`src/rtl/rb_pkg.sv`:
```
package rb_pkg;
  localparam int ADDR_W  = 8;
  localparam int BYTE_W  = 8;
  localparam int FTW_W   = 32;
  localparam int PH_W    = 16;
  localparam int FR1_W   = 24;
  localparam int WORD_W  = FTW_W;
  localparam int LEN_W   = 3;
  localparam int MUL_LSB = 18;
  localparam int MUL_W   = 5;
  localparam int PLL_MIN = 4;
  localparam int PLL_MAX = 20;
  localparam int EN_LSB  = 4;

  localparam logic [ADDR_W-1:0] A_CTRL = 8'h00;
  localparam logic [ADDR_W-1:0] A_FUNC = 8'h01;
  localparam logic [ADDR_W-1:0] A_TUNE = 8'h04;
  localparam logic [ADDR_W-1:0] A_PHAS = 8'h05;

  localparam logic [BYTE_W-1:0] CTRL_RESET = 8'hF0;

  function automatic logic [LEN_W-1:0] addr_len(input logic [ADDR_W-1:0] a);
    case (a)
      A_CTRL:  addr_len = LEN_W'(1);
      A_FUNC:  addr_len = LEN_W'(FR1_W / BYTE_W);
      A_TUNE:  addr_len = LEN_W'(FTW_W / BYTE_W);
      A_PHAS:  addr_len = LEN_W'(PH_W / BYTE_W);
      default: addr_len = '0;
    endcase
  endfunction

  function automatic logic is_chan_addr(input logic [ADDR_W-1:0] a);
    is_chan_addr = (a == A_TUNE) || (a == A_PHAS);
  endfunction

  function automatic logic [BYTE_W-1:0] rev_byte(input logic [BYTE_W-1:0] b);
    for (int i = 0; i < BYTE_W; i++) rev_byte[i] = b[BYTE_W-1-i];
  endfunction
endpackage

```
`src/rtl/rb_byte_parser.sv`:
```
module rb_byte_parser
  import rb_pkg::*;
(
  input  logic                clk,
  input  logic                rst_n,
  input  logic                in_fire,
  input  logic [BYTE_W-1:0]   in_byte,
  input  logic                lsb_first,
  output logic                commit_o,
  output logic [ADDR_W-1:0]   commit_addr_o,
  output logic [WORD_W-1:0]   commit_data_o,
  output logic                bad_addr_o
);
  logic              busy_q;
  logic [ADDR_W-1:0] addr_q;
  logic [LEN_W-1:0]  left_q;
  logic [WORD_W-1:0] acc_q;
  logic [BYTE_W-1:0] byte_ord;
  logic [WORD_W-1:0] acc_nxt;
  logic [LEN_W-1:0]  new_len;

  // Address bytes are taken as sent; only data bytes follow the order flag.
  assign byte_ord = lsb_first ? rev_byte(in_byte) : in_byte;
  assign acc_nxt  = {acc_q[WORD_W-BYTE_W-1:0], byte_ord};
  assign new_len  = addr_len(in_byte);

  assign commit_o      = in_fire && busy_q && (left_q == LEN_W'(1));
  assign commit_addr_o = addr_q;
  assign commit_data_o = acc_nxt;
  assign bad_addr_o    = in_fire && !busy_q && (new_len == '0);

  always_ff @(posedge clk or negedge rst_n) begin
    if (!rst_n) begin
      busy_q <= 1'b0;
      addr_q <= '0;
      left_q <= '0;
      acc_q  <= '0;
    end else if (in_fire) begin
      if (!busy_q) begin
        if (new_len != '0) begin
          busy_q <= 1'b1;
          addr_q <= in_byte;
          left_q <= new_len;
          acc_q  <= '0;
        end
      end else begin
        acc_q  <= acc_nxt;
        left_q <= left_q - LEN_W'(1);
        if (left_q == LEN_W'(1)) busy_q <= 1'b0;
      end
    end
  end
endmodule

```
`src/rtl/rb_global_regs.sv`:
```
module rb_global_regs
  import rb_pkg::*;
(
  input  logic               clk,
  input  logic               rst_n,
  input  logic               commit,
  input  logic [ADDR_W-1:0]  commit_addr,
  input  logic [WORD_W-1:0]  commit_data,
  input  logic               bad_addr,
  input  logic               upd,
  output logic [BYTE_W-1:0]  ctrl_o,
  output logic [FR1_W-1:0]   func_act_o,
  output logic               pll_en_o,
  output logic               err_rsv_o,
  output logic               err_addr_o
);
  logic [BYTE_W-1:0] ctrl_q;
  logic [FR1_W-1:0]  func_buf_q;
  logic [FR1_W-1:0]  func_act_q;
  logic              err_rsv_q;
  logic              err_addr_q;
  logic [MUL_W-1:0]  mul_fld;

  always_ff @(posedge clk or negedge rst_n) begin
    if (!rst_n) begin
      ctrl_q     <= CTRL_RESET;
      func_buf_q <= '0;
      func_act_q <= '0;
      err_rsv_q  <= 1'b0;
      err_addr_q <= 1'b0;
    end else begin
      if (commit && commit_addr == A_CTRL) begin
        ctrl_q <= {commit_data[7:4], 1'b0, commit_data[2:0]};
        if (commit_data[3]) err_rsv_q <= 1'b1;
      end
      if (commit && commit_addr == A_FUNC) func_buf_q <= commit_data[FR1_W-1:0];
      if (upd) func_act_q <= func_buf_q;
      if (bad_addr) err_addr_q <= 1'b1;
    end
  end

  assign mul_fld    = func_act_q[MUL_LSB +: MUL_W];
  assign pll_en_o   = (mul_fld >= MUL_W'(PLL_MIN)) && (mul_fld <= MUL_W'(PLL_MAX));
  assign ctrl_o     = ctrl_q;
  assign func_act_o = func_act_q;
  assign err_rsv_o  = err_rsv_q;
  assign err_addr_o = err_addr_q;
endmodule

```
`src/rtl/rb_chan_slot.sv`:
```
module rb_chan_slot
  import rb_pkg::*;
(
  input  logic               clk,
  input  logic               rst_n,
  input  logic               wr_en,
  input  logic [ADDR_W-1:0]  wr_addr,
  input  logic [WORD_W-1:0]  wr_data,
  input  logic               upd,
  output logic [FTW_W-1:0]   ftw_act_o,
  output logic [PH_W-1:0]    ph_act_o
);
  logic [FTW_W-1:0] ftw_buf_q, ftw_act_q;
  logic [PH_W-1:0]  ph_buf_q,  ph_act_q;

  always_ff @(posedge clk or negedge rst_n) begin
    if (!rst_n) begin
      ftw_buf_q <= '0;
      ftw_act_q <= '0;
      ph_buf_q  <= '0;
      ph_act_q  <= '0;
    end else begin
      if (wr_en && wr_addr == A_TUNE) ftw_buf_q <= wr_data[FTW_W-1:0];
      if (wr_en && wr_addr == A_PHAS) ph_buf_q  <= wr_data[PH_W-1:0];
      if (upd) begin
        ftw_act_q <= ftw_buf_q;
        ph_act_q  <= ph_buf_q;
      end
    end
  end

  assign ftw_act_o = ftw_act_q;
  assign ph_act_o  = ph_act_q;
endmodule

```
`src/rtl/chan_shadow_regbank.sv`:
```
module chan_shadow_regbank
  import rb_pkg::*;
#(
  parameter int NUM_CH = 4
) (
  input  logic                clk,
  input  logic                rst_n,
  input  logic                s_valid,
  output logic                s_ready,
  input  logic [BYTE_W-1:0]   s_data,
  input  logic                upd,
  output logic [BYTE_W-1:0]   csr_o,
  output logic [FR1_W-1:0]    fr1_o,
  output logic                pll_en,
  output logic [FTW_W-1:0]    rd_ftw,
  output logic [PH_W-1:0]     rd_phase,
  output logic                err_rsv,
  output logic                err_addr
);
  logic              fire;
  logic              commit;
  logic [ADDR_W-1:0] commit_addr;
  logic [WORD_W-1:0] commit_data;
  logic              bad_addr;
  logic [NUM_CH-1:0] ch_en;
  logic [FTW_W-1:0]  ftw_act [NUM_CH];
  logic [PH_W-1:0]   ph_act  [NUM_CH];

  assign s_ready = 1'b1;
  assign fire    = s_valid && s_ready;
  assign ch_en   = csr_o[EN_LSB +: NUM_CH];

  rb_byte_parser u_parser (
    .clk           (clk),
    .rst_n         (rst_n),
    .in_fire       (fire),
    .in_byte       (s_data),
    .lsb_first     (csr_o[0]),
    .commit_o      (commit),
    .commit_addr_o (commit_addr),
    .commit_data_o (commit_data),
    .bad_addr_o    (bad_addr)
  );

  rb_global_regs u_glob (
    .clk         (clk),
    .rst_n       (rst_n),
    .commit      (commit),
    .commit_addr (commit_addr),
    .commit_data (commit_data),
    .bad_addr    (bad_addr),
    .upd         (upd),
    .ctrl_o      (csr_o),
    .func_act_o  (fr1_o),
    .pll_en_o    (pll_en),
    .err_rsv_o   (err_rsv),
    .err_addr_o  (err_addr)
  );

  for (genvar ch = 0; ch < NUM_CH; ch++) begin : g_ch
    logic slot_wr;
    assign slot_wr = commit && ch_en[ch] && is_chan_addr(commit_addr);
    rb_chan_slot u_slot (
      .clk       (clk),
      .rst_n     (rst_n),
      .wr_en     (slot_wr),
      .wr_addr   (commit_addr),
      .wr_data   (commit_data),
      .upd       (upd),
      .ftw_act_o (ftw_act[ch]),
      .ph_act_o  (ph_act[ch])
    );
  end

  // Lowest-numbered enabled channel wins: scan downward, last hit stays.
  always_comb begin
    rd_ftw   = '0;
    rd_phase = '0;
    for (int i = NUM_CH - 1; i >= 0; i--) begin
      if (ch_en[i]) begin
        rd_ftw   = ftw_act[i];
        rd_phase = ph_act[i];
      end
    end
  end
endmodule

```
`config.mk`:
```
export PLATFORM = sky130hd
export DESIGN_NAME = chan_shadow_regbank
export DESIGN_NICKNAME = d
export VERILOG_FILES = /design/src/rtl/rb_pkg.sv /design/src/rtl/rb_byte_parser.sv /design/src/rtl/rb_global_regs.sv /design/src/rtl/rb_chan_slot.sv /design/src/rtl/chan_shadow_regbank.sv
export SDC_FILE = /design/constraint.sdc
export NUM_CORES = 1
export LEC_CHECK = 0
export BUFFER_PORTS_ARGS = -buffer_cell sky130_fd_sc_hd__buf_2
export CAP_MARGIN = 20
export CORE_ASPECT_RATIO = 1.75
export CORE_MARGIN = 3
export CORE_UTILIZATION = 60
export DETAILED_ROUTE_END_ITERATION = 12
export PLACE_DENSITY = 0.87
export SLEW_MARGIN = 20
export SYNTH_ARGS = -nofsm -noshare
export SYNTH_HDL_FRONTEND = slang
export SYNTH_SLANG_ARGS = --single-unit
```
`constraint.sdc`:
```
create_clock -name clk -period 3.15 [get_ports clk]
set_input_delay 0.1575 -clock clk [delete_from_list [all_inputs] [get_ports clk]]
set_output_delay 0.1575 -clock clk [all_outputs]
set_load 0.02 [all_outputs]
```
==> results of run 1 <==
[flip-flops by register name, summed over array words and instances, names as in the netlist]
| register | cells |
|---|---|
| u_glob.err_addr_o | 1 |
| u_parser.left_q | 3 |
| g_ch.u_slot.ftw_buf_q | 128 |
| u_parser.commit_addr_o | 8 |
| u_parser.acc_q | 24 |
| u_parser.busy_q | 1 |
| u_glob.err_rsv_o | 1 |
| g_ch.u_slot.ph_act_o | 64 |
| g_ch.u_slot.ftw_act_o | 128 |
| u_glob.func_act_o | 24 |
| u_glob.func_buf_q | 24 |
| g_ch.u_slot.ph_buf_q | 64 |
| u_glob.ctrl_o | 7 |
[placed cells by master (no fill, tap or decap), types with 4 or more instances in the layout]
cell,n
sky130_fd_sc_hd__clkinvlp_4,4
sky130_fd_sc_hd__buf_4,26
sky130_fd_sc_hd__o31ai_1,47
sky130_fd_sc_hd__o21ai_0,4
sky130_fd_sc_hd__buf_2,91
sky130_fd_sc_hd__a21o_1,27
sky130_fd_sc_hd__clkinv_2,11
sky130_fd_sc_hd__clkbuf_8,6
sky130_fd_sc_hd__nor4_4,5
sky130_fd_sc_hd__and2_1,7
sky130_fd_sc_hd__nor2b_1,47
sky130_fd_sc_hd__mux2_4,110
sky130_fd_sc_hd__nand4b_1,5
sky130_fd_sc_hd__or4_4,5
sky130_fd_sc_hd__dfrtp_1,473
sky130_fd_sc_hd__buf_12,7
sky130_fd_sc_hd__a22o_1,25
sky130_fd_sc_hd__inv_1,5
sky130_fd_sc_hd__clkbuf_1,6
sky130_fd_sc_hd__mux2_2,335
sky130_fd_sc_hd__a221oi_1,47
sky130_fd_sc_hd__nand2_1,50
sky130_fd_sc_hd__clkbuf_16,41
[cell families after synthesis]
group / synth area share [%]
flops: 59.1
mux: 27.0
compound gates: 6.29
simple gates: 4.46
buf+inv: 2.93
fa+ha+maj: 0.124
other cells: 0.0372
[metrics by stage]
step,utilization (%),cell area (µm²)
after floorplan,-,20200
after global placement,63.5,21000
after detailed placement,63.5,21000
after CTS,67.3,22300
after global routing,67.3,22300
final,67.4,22300
[synth_stat cells, types with 2 or more instances]
master / count
sky130_fd_sc_hd__o31ai_1: 47
sky130_fd_sc_hd__or3_1: 3
sky130_fd_sc_hd__a211oi_1: 2
sky130_fd_sc_hd__buf_6: 16
sky130_fd_sc_hd__nor2b_1: 48
sky130_fd_sc_hd__mux2_4: 110
sky130_fd_sc_hd__buf_1: 5
sky130_fd_sc_hd__buf_4: 3
sky130_fd_sc_hd__inv_1: 5
sky130_fd_sc_hd__or4bb_1: 3
sky130_fd_sc_hd__nor4_1: 3
sky130_fd_sc_hd__clkbuf_1: 82
sky130_fd_sc_hd__dfrtp_1: 473
sky130_fd_sc_hd__mux2_1: 2
sky130_fd_sc_hd__a21o_1: 27
sky130_fd_sc_hd__nand3_1: 3
sky130_fd_sc_hd__mux2_2: 335
sky130_fd_sc_hd__a22o_1: 25
sky130_fd_sc_hd__nor4_4: 4
sky130_fd_sc_hd__nor2_1: 3
sky130_fd_sc_hd__nand2_1: 50
sky130_fd_sc_hd__dfstp_2: 4
sky130_fd_sc_hd__conb_1: 2
sky130_fd_sc_hd__and2_1: 7
sky130_fd_sc_hd__nand4b_1: 5
sky130_fd_sc_hd__a21oi_1: 4
sky130_fd_sc_hd__ha_1: 2
sky130_fd_sc_hd__or4_1: 2
sky130_fd_sc_hd__o21ai_0: 4
sky130_fd_sc_hd__buf_2: 8
sky130_fd_sc_hd__or2_2: 2
sky130_fd_sc_hd__nor4_2: 2
sky130_fd_sc_hd__or4_4: 5
sky130_fd_sc_hd__a221oi_1: 47
[power by group through the flow]
stage / logic, mW / registers [mW] / clock network, mW
detailed placement: 3.86 / 7.82 / 0
floorplan: 2.69 / 7.39 / 0
CTS: 3.89 / 7.73 / 4.91
global placement: 3.76 / 7.77 / 0
global route: 4.12 / 7.83 / 5.14
finish: 3.88 / 7.75 / 4.84
[metal layers]
metal	GRT usage [%]	part of all wire, %	up-vias
li1	-	-	4999
met1	32.5	40	6292
met2	43.1	52	293
met3	3.38	4.0	100
met4	10.2	3.8	0
met5	0	0	-
[area by class of cell]
type / count / area [µm²] / share of cell area (%)
Tap cell: 450 / 563 / 2.52
Timing Repair Buffer: 129 / 850 / 3.80
Antenna cell: 3 / 7.51 / 0.0336
Multi-Input combinational cell: 756 / 7680 / 34.4
Sequential cell: 477 / 11900 / 53.5
Clock inverter: 19 / 141 / 0.633
Clock buffer: 52 / 1120 / 5.00
Inverter: 6 / 22.5 / 0.101
[worst max-delay path by stage]
stage                                          endpoint                    startpoint  slack [ps]
2_1_floorplan  g_ch[0].u_slot.ftw_buf_q[10]$_DFFE_PN0P_  u_glob.ctrl_o[4]$_DFFE_PN1P_         830
3_3_place_gp    g_ch[0].u_slot.ftw_buf_q[7]$_DFFE_PN0P_  u_glob.ctrl_o[4]$_DFFE_PN1P_         660
3_5_place_dp   g_ch[0].u_slot.ftw_buf_q[11]$_DFFE_PN0P_  u_glob.ctrl_o[4]$_DFFE_PN1P_         610
4_1_cts                                    rd_phase[10]  u_glob.ctrl_o[6]$_DFFE_PN1P_         130
5_1_grt                                       rd_ftw[1]  u_glob.ctrl_o[6]$_DFFE_PN1P_          40
6_report                                      rd_ftw[8]  u_glob.ctrl_o[6]$_DFFE_PN1P_         130
[critical path, stage by stage (launching register included)]
cell                       delay [ps]
sky130_fd_sc_hd__dfstp_2          540
sky130_fd_sc_hd__buf_4            640
sky130_fd_sc_hd__nor2b_4           80
sky130_fd_sc_hd__buf_4            290
sky130_fd_sc_hd__a221oi_1         320
sky130_fd_sc_hd__o31ai_1          190
sky130_fd_sc_hd__buf_2            240
==> flow_results.xml, run 1 <==
<?xml version="1.0" encoding="UTF-8"?>
<metrics>
  <group name="cts">
    <metric name="clock_tree_from_tritoncts" unit="">yes</metric>
    <metric name="clock_tree.buffer_depth" unit="">3</metric>
    <metric name="clkSinkCount" unit="">477</metric>
    <metric name="cts_resized" unit="">0</metric>
    <metric name="clock_tree.htree_level_count" unit="">2</metric>
    <metric name="number_of_buffers_inserted_during_clock_tree_synthesis" unit="">40</metric>
    <metric name="clk_root_buffer_cell" unit="">sky130_fd_sc_hd__clkbuf_16</metric>
    <metric name="post-cts-setup-buffers" unit="">0</metric>
    <metric name="cts.hold.buffers_added" unit="">3</metric>
    <metric name="clk_pin_slew_worst_paths" unit="ps">70</metric>
    <metric name="worstSkewPairLatency" unit="ps">550</metric>
  </group>
  <group name="routing">
    <metric name="drtPass1Iterations" unit="">5</metric>
    <metric name="initialDrtViolationCount" unit="">828</metric>
    <metric name="avgRoutedWirePerCell" unit="µm">23.6</metric>
    <metric name="wirelength" unit="mm">44.7</metric>
    <metric name="postRouteAntennaNets" unit="">0</metric>
    <metric name="route.detailed.drc" unit="">0</metric>
    <metric name="dr_total_vias" unit="">11700</metric>
    <metric name="post_drt_via_cell_ratio" unit="">6.18</metric>
  </group>
  <group name="hold_path">
    <metric name="holdCritPathClass" unit="">in2reg</metric>
    <metric name="worstHoldEndpoint" unit="">u_parser.busy_q$_DFFE_PN0P_</metric>
    <metric name="worst_hold_path_depth" unit="">4</metric>
    <metric name="hold_path_startpoint" unit="">s_data[1]</metric>
  </group>
  <group name="power">
    <metric name="intPower" unit="mW">11.0</metric>
    <metric name="power_density_over_the_cells" unit="nW/µm²">738</metric>
    <metric name="power.share.sequential" unit="%">47.0</metric>
    <metric name="p_leak" unit="nW">11.5</metric>
    <metric name="share_comb_of_total_power" unit="%">23.6</metric>
    <metric name="power.net_switching" unit="mW">5.48</metric>
    <metric name="ir_worst_vdd" unit="mV">0.510</metric>
    <metric name="clock_power_share" unit="%">29.4</metric>
    <metric name="power" unit="mW">16.5</metric>
    <metric name="power.switching_fraction" unit="%">33.3</metric>
  </group>
  <group name="setup_path">
    <metric name="critical_path.endpoint_type" unit="">output port</metric>
    <metric name="ff2ff_path_depth" unit="">3</metric>
    <metric name="timing.critical_path.required" unit="ps">2990</metric>
    <metric name="worst_setup_path_start_kind" unit="">flop</metric>
    <metric name="crit_arrival" unit="ps">2870</metric>
    <metric name="crit-reg2reg-launch" unit="">u_glob.ctrl_o[4]$_DFFE_PN1P_</metric>
    <metric name="critical_path.reg2reg.endpoint" unit="">g_ch[0].u_slot.ftw_buf_q[6]$_DFFE_PN0P_</metric>
    <metric name="timing.critical_path.fanout_max" unit="">53</metric>
    <metric name="reg2reg_setup_slack" unit="ps">590</metric>
    <metric name="path_class" unit="">reg2out</metric>
  </group>
  <group name="logic_synthesis">
    <metric name="syn_inst" unit="">1353</metric>
    <metric name="synth.area.top_cells" unit="">sky130_fd_sc_hd__dfrtp_1 (59%), sky130_fd_sc_hd__mux2_2 (19%), sky130_fd_sc_hd__mux2_4 (8.2%)</metric>
    <metric name="avgSynthCellArea" unit="µm²">14.9</metric>
    <metric name="synth_async_sr_flop_share" unit="%">100</metric>
    <metric name="synth_top_area_cell" unit="">sky130_fd_sc_hd__dfrtp_1</metric>
    <metric name="ys_types" unit="">44</metric>
    <metric name="count_of_flip_flops_with_a_built_in_enable_after_synthesis" unit="">0</metric>
    <metric name="syn-cell-area" unit="µm²">20200</metric>
    <metric name="ys_warnings" unit="">0</metric>
    <metric name="seq_area_frac_synth" unit="%">59.1</metric>
    <metric name="synth-seq-cells" unit="">477</metric>
    <metric name="syn_nets" unit="">1367</metric>
    <metric name="dominantRegCellSynth" unit="">sky130_fd_sc_hd__dfrtp_1</metric>
    <metric name="synth_top_area_share" unit="%">58.6</metric>
  </group>
  <group name="finish">
    <metric name="layoutNonFillerInstCount" unit="">1892</metric>
    <metric name="design.final.nets" unit="">1424</metric>
    <metric name="drive_above_1_share" unit="%">45.6</metric>
    <metric name="num-fill-cells" unit="">2141</metric>
    <metric name="synthToLayoutAreaGrowth" unit="%">10.6</metric>
  </group>
  <group name="sta">
    <metric name="timing.final.setup_violations" unit="">0</metric>
    <metric name="finClkSkew" unit="ps">20.6</metric>
    <metric name="finalMaxSlewViolations" unit="">0</metric>
    <metric name="hold_viol" unit="">0</metric>
    <metric name="slew_headroom" unit="%">31.1</metric>
    <metric name="totalNegativeSetupSlack" unit="ps">0</metric>
    <metric name="layout_worst_path_cycle_share" unit="%">96.0</metric>
    <metric name="worst-slew-pin-transition" unit="ps">1030</metric>
    <metric name="maxClockFrequency" unit="MHz">331</metric>
    <metric name="period_minus_slack" unit="ps">3020</metric>
    <metric name="rsz0062_at_grt" unit="">false</metric>
    <metric name="layout_setup_ws" unit="ps">127</metric>
    <metric name="whs" unit="ps">28.7</metric>
  </group>
  <group name="floorplan">
    <metric name="pin_count" unit="">96</metric>
    <metric name="design.die.area" unit="µm²">36000</metric>
    <metric name="die_width" unit="µm">145</metric>
    <metric name="core.rowCount" unit="">88</metric>
    <metric name="starting_density_of_the_core" unit="%">60.9</metric>
    <metric name="die_h" unit="µm">249</metric>
    <metric name="placeableCoreArea" unit="µm²">33100</metric>
  </group>
  <group name="placement">
    <metric name="gp_congestion" unit="">0.782</metric>
    <metric name="placement.io_buffers" unit="">93</metric>
    <metric name="post-place-cells" unit="">1815</metric>
    <metric name="dp.final_hpwl" unit="mm">27.1</metric>
    <metric name="placement.setup.worst_slack" unit="ps">614</metric>
  </group>
  <group name="grt">
    <metric name="grt_pass1_wl" unit="mm">71.3</metric>
    <metric name="grt_max_degree" unit="">91</metric>
    <metric name="grt_remaining_overflow" unit="">0</metric>
    <metric name="antenna_found_initial" unit="">1</metric>
    <metric name="via_count_of_the_first_global_routing_pass" unit="">12700</metric>
    <metric name="total_routing_usage_gr" unit="%">25.3</metric>
  </group>
  <group name="job">
    <metric name="cap_viol_max_count" unit="">0</metric>
  </group>
  <group name="status">
    <metric name="run_status" unit="">finished, final reports clean</metric>
  </group>
</metrics>
Power figures use the tool's default switching activity.
==> run 2: changes to the inputs <==
- ABC_AREA: not set -> 1
- BUFFER_PORTS_ARGS: -buffer_cell sky130_fd_sc_hd__buf_2 -> not set
- DONT_BUFFER_PORTS: not set -> 1
- PLACE_DENSITY: 0.87 -> 0.85
==> run 2 against run 1 <==
  * The run now ends with negative hold slack left
  * Critical path type unchanged
  * Sequential power fell by 17%
  * Global-route usage rose by 3.2 points
  * Critical path depth fell by 2
  * Die area fell by 4.9%
==> flow_results.xml, run 2 <==
<?xml version="1.0" encoding="UTF-8"?>
<metrics>
  <group name="status">
    <metric name="run_status" unit="">complete, but fails checks</metric>
    <metric name="failed_checks" unit="">negative hold slack</metric>
  </group>
  <group name="floorplan">
    <metric name="design.die.area" unit="µm²">34200</metric>
    <metric name="die_width" unit="µm">141</metric>
    <metric name="starting_density_of_the_core" unit="%">60.8</metric>
    <metric name="pin_count" unit="">96</metric>
    <metric name="die_h" unit="µm">242</metric>
    <metric name="placeableCoreArea" unit="µm²">31500</metric>
    <metric name="core.rowCount" unit="">86</metric>
  </group>
  <group name="logic_synthesis">
    <metric name="seq_area_frac_synth" unit="%">62.3</metric>
    <metric name="avgSynthCellArea" unit="µm²">10.2</metric>
    <metric name="synth_common_cells" unit="">sky130_fd_sc_hd__dfrtp_1 (473), sky130_fd_sc_hd__nand2_1 (453), sky130_fd_sc_hd__o21ai_1 (194)</metric>
    <metric name="synth_async_sr_flop_share" unit="%">100</metric>
    <metric name="synth_top_area_cell" unit="">sky130_fd_sc_hd__dfrtp_1</metric>
    <metric name="syn_inst" unit="">1878</metric>
    <metric name="ys_warnings" unit="">0</metric>
    <metric name="syn_nets" unit="">1892</metric>
    <metric name="synth-seq-cells" unit="">477</metric>
    <metric name="ys_types" unit="">33</metric>
    <metric name="synth.area.top_cells" unit="">sky130_fd_sc_hd__dfrtp_1 (62%), sky130_fd_sc_hd__nand2_1 (8.9%), sky130_fd_sc_hd__mux2_2 (6.8%)</metric>
    <metric name="dominantRegCellSynth" unit="">sky130_fd_sc_hd__dfrtp_1</metric>
    <metric name="count_leader_synth" unit="">sky130_fd_sc_hd__dfrtp_1</metric>
    <metric name="synth_top_area_share" unit="%">61.7</metric>
    <metric name="syn-cell-area" unit="µm²">19200</metric>
    <metric name="count_of_flip_flops_with_a_built_in_enable_after_synthesis" unit="">0</metric>
  </group>
  <group name="cts">
    <metric name="number_of_buffers_inserted_during_clock_tree_synthesis" unit="">41</metric>
    <metric name="cts_resized" unit="">0</metric>
    <metric name="clk_pin_slew_worst_paths" unit="ps">70</metric>
    <metric name="clock_tree.buffer_depth" unit="">3</metric>
    <metric name="clkSinkCount" unit="">477</metric>
    <metric name="clock_tree.htree_level_count" unit="">2</metric>
    <metric name="clock_tree_from_tritoncts" unit="">yes</metric>
    <metric name="cts.hold.buffers_added" unit="">110</metric>
    <metric name="worstSkewPairLatency" unit="ps">570</metric>
    <metric name="clk_root_buffer_cell" unit="">sky130_fd_sc_hd__clkbuf_16</metric>
  </group>
  <group name="finish">
    <metric name="multi_input_gate_area" unit="µm²">6080</metric>
    <metric name="num-fill-cells" unit="">2151</metric>
    <metric name="sequential_cell_area" unit="µm²">11900</metric>
    <metric name="leading_cell_type_in_the_layout_fill_and_taps_excluded" unit="">sky130_fd_sc_hd__dfrtp_1</metric>
    <metric name="drive_above_1_share" unit="%">11.4</metric>
    <metric name="util_after_layout" unit="%">69.6</metric>
    <metric name="synthToLayoutAreaGrowth" unit="%">14.4</metric>
    <metric name="insertedDiodeCount" unit="">0</metric>
    <metric name="final_cell_mix" unit="">sky130_fd_sc_hd__dfrtp_1 (473), sky130_fd_sc_hd__nand2_1 (453), sky130_fd_sc_hd__o21ai_1 (194)</metric>
    <metric name="design.final.nets" unit="">1949</metric>
  </group>
  <group name="grt">
    <metric name="grt_pass1_wl" unit="mm">78.3</metric>
    <metric name="antenna_found_initial" unit="">0</metric>
    <metric name="via_count_of_the_first_global_routing_pass" unit="">14900</metric>
    <metric name="grt_remaining_overflow" unit="">0</metric>
    <metric name="grt_max_degree" unit="">478</metric>
    <metric name="total_routing_usage_gr" unit="%">28.5</metric>
  </group>
  <group name="setup_path">
    <metric name="worstPathBufferInverterCount" unit="">2</metric>
    <metric name="crit_arrival" unit="ps">2620</metric>
    <metric name="critical-path-max-stage-delay" unit="ps">710</metric>
    <metric name="path_class" unit="">reg2out</metric>
    <metric name="critical_path.endpoint_type" unit="">output port</metric>
    <metric name="crit_path_cells" unit="">inv_2, buf_4, o211ai_1, o21ai_0</metric>
    <metric name="timing.critical_path.fanout_max" unit="">47</metric>
    <metric name="worst_path_dominant_cell_family" unit="">buffers and inverters</metric>
    <metric name="worst_setup_path_start_kind" unit="">flop</metric>
    <metric name="timing.critical_path.required" unit="ps">2990</metric>
    <metric name="timing.critical_path.slowest_stage_cell" unit="">sky130_fd_sc_hd__inv_2</metric>
  </group>
  <group name="routing">
    <metric name="dr_total_vias" unit="">14100</metric>
    <metric name="drtPass1Iterations" unit="">5</metric>
    <metric name="dr_wl_met2" unit="mm">24.6</metric>
    <metric name="route.top_layer_used" unit="">met4</metric>
    <metric name="met1Wirelength" unit="mm">17.7</metric>
    <metric name="dr_wl_met3" unit="mm">3.10</metric>
    <metric name="post_drt_via_cell_ratio" unit="">5.97</metric>
    <metric name="wirelength" unit="mm">47.8</metric>
    <metric name="postRouteAntennaNets" unit="">0</metric>
    <metric name="avgRoutedWirePerCell" unit="µm">20.2</metric>
    <metric name="initialDrtViolationCount" unit="">1316</metric>
    <metric name="route.detailed.drc" unit="">0</metric>
  </group>
  <group name="sta">
    <metric name="rsz0062_at_grt" unit="">false</metric>
    <metric name="hold_viol" unit="">477</metric>
    <metric name="totalNegativeSetupSlack" unit="ps">0</metric>
    <metric name="worst-slew-pin-transition" unit="ps">1370</metric>
    <metric name="slew_headroom" unit="%">8.54</metric>
    <metric name="finalMaxSlewViolations" unit="">0</metric>
    <metric name="finClkSkew" unit="ps">23.8</metric>
    <metric name="period_minus_slack" unit="ps">2780</metric>
    <metric name="layout_worst_path_cycle_share" unit="%">88.3</metric>
    <metric name="maxClockFrequency" unit="MHz">359</metric>
    <metric name="whs" unit="ps">-710</metric>
    <metric name="timing.final.setup_violations" unit="">0</metric>
  </group>
  <group name="placement">
    <metric name="dp.final_hpwl" unit="mm">26.2</metric>
    <metric name="placement.io_buffers" unit="">0</metric>
    <metric name="gp_congestion" unit="">0.846</metric>
  </group>
  <group name="power">
    <metric name="p_leak" unit="nW">10.4</metric>
    <metric name="ir_worst_vdd" unit="mV">0.534</metric>
    <metric name="power_density_over_the_cells" unit="nW/µm²">578</metric>
  </group>
  <group name="job">
    <metric name="cap_viol_max_count" unit="">0</metric>
  </group>
  <group name="hold_path">
    <metric name="holdCritPathClass" unit="">in2async</metric>
  </group>
</metrics>
## run 2: power by group
group          total, mW  switching [mW]  internal [mW]
sequential          6.47           0.160           6.31
combinational      0.905           0.709          0.196
clock               5.29            2.23           3.07
total               12.7            3.10           9.57
## run 2: metrics by stage
stage	instances	hold WS (ps)	total power [mW]	setup WS, ps	area, µm²
after floorplan	1878	-138	7.09	1370	19200
after global placement	2178	-119	7.36	1020	19400
after detailed placement	2178	-126	7.41	984	19400
after CTS	2362	-728	12.7	395	21900
after global routing	2362	-720	13.1	242	21900
final	2362	-710	12.7	368	21900
## run 2: kinds of logic after synthesis
| group | share of synthesized area [%] |
|---|---|
| adder cells (fa/ha/maj) | 0.131 |
| other | 0.0392 |
| buffers and inverters | 6.02 |
| AO/OA/AOI/OAI | 14.0 |
| AND/OR/NAND/NOR | 10.7 |
| multiplexers | 6.81 |
| flip-flops | 62.3 |
| XOR/XNOR | 0.0457 |
## run 2: final cells by class
cell class	count	area share, %
clock buffer	67	6.09
clock inverter	7	0.416
inverter	159	2.73
multi-input combinational	1124	27.7
sequential	477	54.5
tap	396	2.26
timing repair buffer	132	6.31
## run 2: routing by layer
| metal | up-vias | GRT usage (%) |
|---|---|---|
| li1 | 6314 | - |
| met1 | 7058 | 34.9 |
| met2 | 569 | 48.0 |
| met3 | 158 | 5.49 |
| met4 | 0 | 14.3 |
| met5 | - | 0 |
## run 2: final timing paths
path                                                         from                                       end  slack [ps]  depth (start not counted)
min reg2reg                g_ch[0].u_slot.ph_buf_q[7]$_DFFE_PN0P_    g_ch[0].u_slot.ph_act_o[7]$_DFFE_PN0P_         480                          2
max reg2reg                          u_glob.ctrl_o[5]$_DFFE_PN1P_  g_ch[1].u_slot.ftw_buf_q[15]$_DFFE_PN0P_         920                          6
min                                                         rst_n  g_ch[0].u_slot.ftw_buf_q[16]$_DFFE_PN0P_        -710                          0
max in group asynchronous                                   rst_n    g_ch[0].u_slot.ph_buf_q[5]$_DFFE_PN0P_        2740                          0
max                                  u_glob.ctrl_o[4]$_DFFE_PN1P_                                 rd_ftw[3]         370                          4
min in group clk                                        s_data[2]             u_glob.err_addr_o$_DFFE_PN0P_          40                          4
## run 2: repair_timing
| item | CTS | global route |
|---|---|---|
| setup endpoints to repair | 0 | 0 |
| endpoints found under the hold margin | 721 | 477 |
| buffers inserted | 0 | 0 |
